File: config.mk
export PLATFORM = sky130hd
export DESIGN_NAME = dual_read_regfile
export DESIGN_NICKNAME = d
export VERILOG_FILES = /design/src/rtl/rf_pkg.sv /design/src/rtl/rf_rst_sync.sv /design/src/rtl/rf_storage.sv /design/src/rtl/rf_read_port.sv /design/src/rtl/dual_read_regfile.sv
export SDC_FILE = /design/constraint.sdc
export NUM_CORES = 2
export LEC_CHECK = 0
export BUFFER_PORTS_ARGS = -buffer_cell sky130_fd_sc_hd__buf_2
export CAP_MARGIN = 10
export CORE_UTILIZATION = 49
export DETAILED_ROUTE_END_ITERATION = 10
export GPL_ROUTABILITY_DRIVEN = 0
export PLACE_DENSITY = 0.67
export SLEW_MARGIN = 20
export SYNTH_ARGS = -nofsm -noshare
export SYNTH_HDL_FRONTEND = slang
export SYNTH_SLANG_ARGS = --single-unit
File: constraint.sdc
create_clock -name clk_i -period 2.55 [get_ports clk_i]
set_input_delay 0.3825 -clock clk_i [delete_from_list [all_inputs] [get_ports clk_i]]
set_output_delay 0.3825 -clock clk_i [all_outputs]
set_load 0.03 [all_outputs]
File: src/rtl/rf_pkg.sv
package rf_pkg;
  typedef enum logic {
    BSRC_OWN  = 1'b0,
    BSRC_WDST = 1'b1
  } bsrc_e;
endpackage

File: src/rtl/rf_rst_sync.sv
module rf_rst_sync (
  input  logic clk_i,
  input  logic rst_ni,
  output logic wr_ok_o
);
  logic s1_q, s2_q;
  logic s1_d, s2_d;

  always_comb begin
    s1_d = 1'b1;
    s2_d = s1_q;
  end

  always_ff @(posedge clk_i or negedge rst_ni) begin
    if (!rst_ni) begin
      s1_q <= 1'b0;
      s2_q <= 1'b0;
    end else begin
      s1_q <= s1_d;
      s2_q <= s2_d;
    end
  end

  assign wr_ok_o = s2_q;

  // writes stay blocked on the first edge after release
  a_r8_first_edge_blocked: assert property (@(posedge clk_i) disable iff (!rst_ni)
    $rose(s1_q) |-> !wr_ok_o);
endmodule

File: src/rtl/rf_storage.sv
module rf_storage #(
  parameter int NUM_REGS = 32,
  parameter int DATA_W   = 32,
  parameter int ZERO_IDX = NUM_REGS - 1,
  localparam int ADDR_W  = $clog2(NUM_REGS)
) (
  input  logic              clk_i,
  input  logic              rst_ni,
  input  logic              wr_ok_i,
  input  logic              wr_en_i,
  input  logic [ADDR_W-1:0] wr_addr_i,
  input  logic [DATA_W-1:0] wr_data_i,
  output logic [DATA_W-1:0] regs_o [NUM_REGS]
);
  logic wr_go;

  always_comb wr_go = wr_en_i && wr_ok_i;

  for (genvar i = 0; i < NUM_REGS; i++) begin : g_reg
    if (i == ZERO_IDX) begin : g_zero
      assign regs_o[i] = '0;
    end else begin : g_live
      logic              hit;
      logic [DATA_W-1:0] val_q;
      logic [DATA_W-1:0] val_d;

      always_comb begin
        hit   = wr_go && (wr_addr_i == ADDR_W'(i));
        val_d = hit ? wr_data_i : val_q;
      end

      always_ff @(posedge clk_i) begin
        val_q <= val_d;
      end

      assign regs_o[i] = val_q;

      // an accepted write lands in the addressed entry
      a_r5_write_lands: assert property (@(posedge clk_i) disable iff (!rst_ni)
        (wr_en_i && wr_ok_i && wr_addr_i == ADDR_W'(i)) |=> regs_o[i] == $past(wr_data_i));
      // without a matching enabled write the entry holds
      a_r6_entry_holds: assert property (@(posedge clk_i) disable iff (!rst_ni)
        !(wr_en_i && wr_addr_i == ADDR_W'(i)) |=> $stable(regs_o[i]));
    end
  end
endmodule

File: src/rtl/rf_read_port.sv
module rf_read_port #(
  parameter int NUM_REGS = 32,
  parameter int DATA_W   = 32,
  localparam int ADDR_W  = $clog2(NUM_REGS)
) (
  input  logic [DATA_W-1:0] regs_i [NUM_REGS],
  input  logic [ADDR_W-1:0] addr_i,
  output logic [DATA_W-1:0] data_o
);
  always_comb data_o = regs_i[addr_i];
endmodule

File: src/rtl/dual_read_regfile.sv
module dual_read_regfile #(
  parameter int NUM_REGS = 32,
  parameter int DATA_W   = 32,
  localparam int ADDR_W  = $clog2(NUM_REGS),
  localparam int ZERO_IDX = NUM_REGS - 1
) (
  input  logic              clk_i,
  input  logic              rst_ni,
  input  logic              wr_en_i,
  input  logic              b_src_i,
  input  logic [ADDR_W-1:0] a_addr_i,
  input  logic [ADDR_W-1:0] b_addr_i,
  input  logic [ADDR_W-1:0] c_addr_i,
  input  logic [DATA_W-1:0] wr_data_i,
  output logic [DATA_W-1:0] a_data_o,
  output logic [DATA_W-1:0] b_data_o
);
  import rf_pkg::*;

  logic              wr_ok;
  logic [ADDR_W-1:0] b_eff_addr;
  logic [DATA_W-1:0] regs [NUM_REGS];
  bsrc_e             b_src;

  always_comb begin
    b_src      = bsrc_e'(b_src_i);
    b_eff_addr = (b_src == BSRC_WDST) ? c_addr_i : b_addr_i;
  end

  rf_rst_sync u_rst_sync (
    .clk_i   (clk_i),
    .rst_ni  (rst_ni),
    .wr_ok_o (wr_ok)
  );

  rf_storage #(
    .NUM_REGS (NUM_REGS),
    .DATA_W   (DATA_W),
    .ZERO_IDX (ZERO_IDX)
  ) u_storage (
    .clk_i     (clk_i),
    .rst_ni    (rst_ni),
    .wr_ok_i   (wr_ok),
    .wr_en_i   (wr_en_i),
    .wr_addr_i (c_addr_i),
    .wr_data_i (wr_data_i),
    .regs_o    (regs)
  );

  rf_read_port #(.NUM_REGS(NUM_REGS), .DATA_W(DATA_W)) u_port_a (
    .regs_i (regs),
    .addr_i (a_addr_i),
    .data_o (a_data_o)
  );

  rf_read_port #(.NUM_REGS(NUM_REGS), .DATA_W(DATA_W)) u_port_b (
    .regs_i (regs),
    .addr_i (b_eff_addr),
    .data_o (b_data_o)
  );

  // the constant entry reads zero on either port
  a_r3_zero_on_a: assert property (@(posedge clk_i) disable iff (!rst_ni)
    (a_addr_i == ADDR_W'(ZERO_IDX)) |-> (a_data_o == '0));
  a_r3_zero_on_b: assert property (@(posedge clk_i) disable iff (!rst_ni)
    (b_src_i && c_addr_i == ADDR_W'(ZERO_IDX)) |-> (b_data_o == '0));
  // with the write field selected, port B agrees with port A at that address
  a_r2_b_follows_c: assert property (@(posedge clk_i) disable iff (!rst_ni)
    (b_src_i && a_addr_i == c_addr_i) |-> (a_data_o == b_data_o));
  // with its own field selected and equal addresses, both ports agree
  a_r2_b_own_addr: assert property (@(posedge clk_i) disable iff (!rst_ni)
    (!b_src_i && a_addr_i == b_addr_i) |-> (a_data_o == b_data_o));
endmodule

==> flow_metrics.env <==
export IMPL_crit_path_end_kind="output port"
export IMPL_synth_mux_area_frac=0.234
export IMPL_drt_wl_total_mm=155
export IMPL_r2r_start="u_rst_sync.wr_ok_o"
export IMPL_die_y_um=308
export IMPL_dp_hpwl_mm=90.5
export IMPL_ant_nets=0
export IMPL_async_reset_ff_frac=0.00201
export IMPL_drt_iter0_markers=4505
export IMPL_switching_power_mw=9.21
export IMPL_synth_seq_cells=994
export IMPL_setup_viol=64
export IMPL_drive_gt1_frac=0.433
export IMPL_final_cell_mix="992 x edfxtp_1, 391 x mux4_2, 346 x nand2_1"
export IMPL_cts_sinks=994
export IMPL_final_common_cell="edfxtp_1"
export IMPL_core_um2=92400
export IMPL_synth_top_area_frac=0.648
export IMPL_maxSlewViolCount=0
export IMPL_period_share=1.16
export IMPL_synth_nets=2657
export IMPL_p_seq_frac=0.465
export IMPL_arrival_ns=2.58
export IMPL_first_pass_iters=6
export IMPL_yosys_area_top_type="edfxtp_1"
export IMPL_failed_checks="negative setup slack"
export IMPL_boundaryPins=115
export IMPL_syn_area_per_cell_um2=17.6
export IMPL_wl_per_cell_um=34.8
export IMPL_crit_fanout=2
export IMPL_post_route_util=0.644
export IMPL_synthFlopType="edfxtp_1"
export IMPL_synthesis_instances=2606
export IMPL_start_kind="flop"
export IMPL_placedInstanceArea_um2=52400
export IMPL_vias=30663
export IMPL_drv_cap=0
export IMPL_synth_edff_count=992
export IMPL_htreeDepth=3
export IMPL_clkSlewWorstSetupHoldPaths_ns=0.06
export IMPL_grt_pass1_vias=30646
export IMPL_finalNetCount=3188
export IMPL_tightest_slew_ns=0.705
export IMPL_clkLatencyLatePin_ns=0.68
export IMPL_status="finished with violations"
export IMPL_grt_usage=0.324
export IMPL_grt_antenna_before_repair=4
export IMPL_row_count=111
export IMPL_clock_skew_ns=0.0222
export IMPL_synthSimpleGateAreaFrac=0.0483
export IMPL_syn_to_final_growth_pct=29.3
export IMPL_p_int_mw=29.6
export IMPL_die_w_um=308
export IMPL_critPathKind="reg -> out"
export IMPL_cts_made_buffers=103
export IMPL_combPwrFrac=0.138
export IMPL_pwr_share_clk=0.397
export IMPL_vias_per_cell=6.87
export IMPL_synth_top_family_by_area="multiplexers"
export IMPL_yosys_area_share_xor_xnor=0
export IMPL_swShare=0.237
export IMPL_rsz0062_at_grt="yes"
export IMPL_grt_max_degree=40
export IMPL_worstRegToRegCells=5
export IMPL_synth_area_leaders="edfxtp_1 65%, mux4_2 19%, mux2i_1 3.4%"
export IMPL_r2r_setup_slack_ns=0.55
export IMPL_grt_overflow=0
export IMPL_start_util=0.498
export IMPL_layout_setup_ws_ns=-0.410
export IMPL_hold_path_class="in -> async"
export IMPL_hold_viol=0
export IMPL_synth_compound_area_share=0.0468
export IMPL_hold_worst_slack_ns=0.0327
export IMPL_fp_dieArea_um2=95000
export IMPL_clockBufferDepth=3
export IMPL_timing_fmax_mhz=338
export IMPL_r2r_end="u_storage.g_reg[23].g_live.val_q[31]"
export IMPL_max_vdd_ir_drop_mv=0.712
export IMPL_drc=0
export IMPL_syn_cell_area_um2=46000
export IMPL_layout_min_cycle_time_ns=2.96
export IMPL_cts_root_buf="clkbuf_16"
export IMPL_synthAdderAreaFrac=0
export IMPL_tritoncts="yes"
export IMPL_seq_area_frac_synth=0.649
export IMPL_yosysUniqueCellTypes=42
export IMPL_total_leakage_power_nw=20.2
export IMPL_ys_warnings_count=0
export IMPL_powerDensity_nw_per_um2=653
export IMPL_final_area_um2=59400
export IMPL_power_mw=38.8
export IMPL_slew_headroom=0.529
export IMPL_required_ns=2.17
export IMPL_grt_pass1_wl_mm=217
export IMPL_port_buffers=114
[cells by family after synthesis]
logic type      count (synthesis)
flops                         994
mux                           582
simple gates                  532
compound gates                298
buf+inv                       199
other cells                     1
[worst max path at each step]
| stage | from | to | slack, ns |
|---|---|---|---|
| 2_1_floorplan | c_addr_i[1] | u_storage.g_reg[28].g_live.val_q[0] | -0.27 |
| 3_3_place_gp | b_src_i | b_data_o[2] | -0.62 |
| 3_5_place_dp | b_src_i | b_data_o[27] | -0.65 |
| 4_1_cts | u_storage.g_reg[15].g_live.val_q[29] | a_data_o[29] | -0.42 |
| 5_1_grt | u_storage.g_reg[20].g_live.val_q[23] | a_data_o[23] | -0.45 |
| 6_report | u_storage.g_reg[23].g_live.val_q[23] | a_data_o[23] | -0.41 |
[timing repair]
item / 4_1_cts / 5_1_grt
buffers inserted: 85 / 64
gates resized for setup: 298 / 132
endpoints found under the setup margin: 64 / 64
cloned: 20 / 4
hold buffers: 1 / 0
endpoints found under the hold margin: 2 / 0
pin swaps: 102 / 79
[sequential cells by signal (all words and copies together), names as in the netlist]
register,flops
u_storage.g.g_live.val_q,992
u_rst_sync.wr_ok_o,1
u_rst_sync.s1_q,1
[critical path: stages, from the launching register on]
cell      delay, ns
edfxtp_1       0.40
mux4_2         0.53
mux4_2         0.50
mux2_4         0.32
buf_6          0.15
[layout make-up]
type,instances,area [µm²]
clock inverter,66,732
antenna,3,7.51
inverter,4,15.0
fill,6148,32900
multi-input combinational,1415,16800
clock buffer,122,2690
timing repair buffer,619,7830
sequential,994,29800
tap,1243,1560
[cell usage after synthesis (31+ instances only)]
| library cell | number |
|---|---|
| a211oi_1 | 31 |
| a21oi_1 | 39 |
| a32oi_1 | 115 |
| buf_2 | 59 |
| clkbuf_1 | 77 |
| edfxtp_1 | 992 |
| mux2_2 | 33 |
| mux2i_1 | 157 |
| mux4_2 | 391 |
| nand2_1 | 353 |
| nor2_1 | 73 |
| o22ai_1 | 36 |
[layer usage]
layer	GRT usage	part of all wire	vias up
met5	0	0.000071	-
met4	0.155	0.054	2
met3	0.0727	0.12	540
met2	0.513	0.47	2382
met1	0.426	0.35	15774
li1	-	-	11965
[per-stage QoR]
stage	TNS, ns	worst slack [ns]	cells
floorplan	-131.01	-0.265	2606
global placement	-26.76	-0.625	4112
detailed placement	-27.20	-0.648	4112
CTS	-18.20	-0.418	4405
global route	-20.93	-0.454	4465
finish	-18.14	-0.410	4466
[power by group through the flow]
stage	clock [mW]	sequential [mW]	combinational, mW
6_report	15.4	18.1	5.37
5_1_grt	16.1	18.1	5.55
4_1_cts	15.5	18.1	5.13
3_5_place_dp	0	18.4	4.39
3_3_place_gp	0	18.4	4.34
2_1_floorplan	0	18.4	2.49
Note: power is estimated with default switching activity, not from simulation.
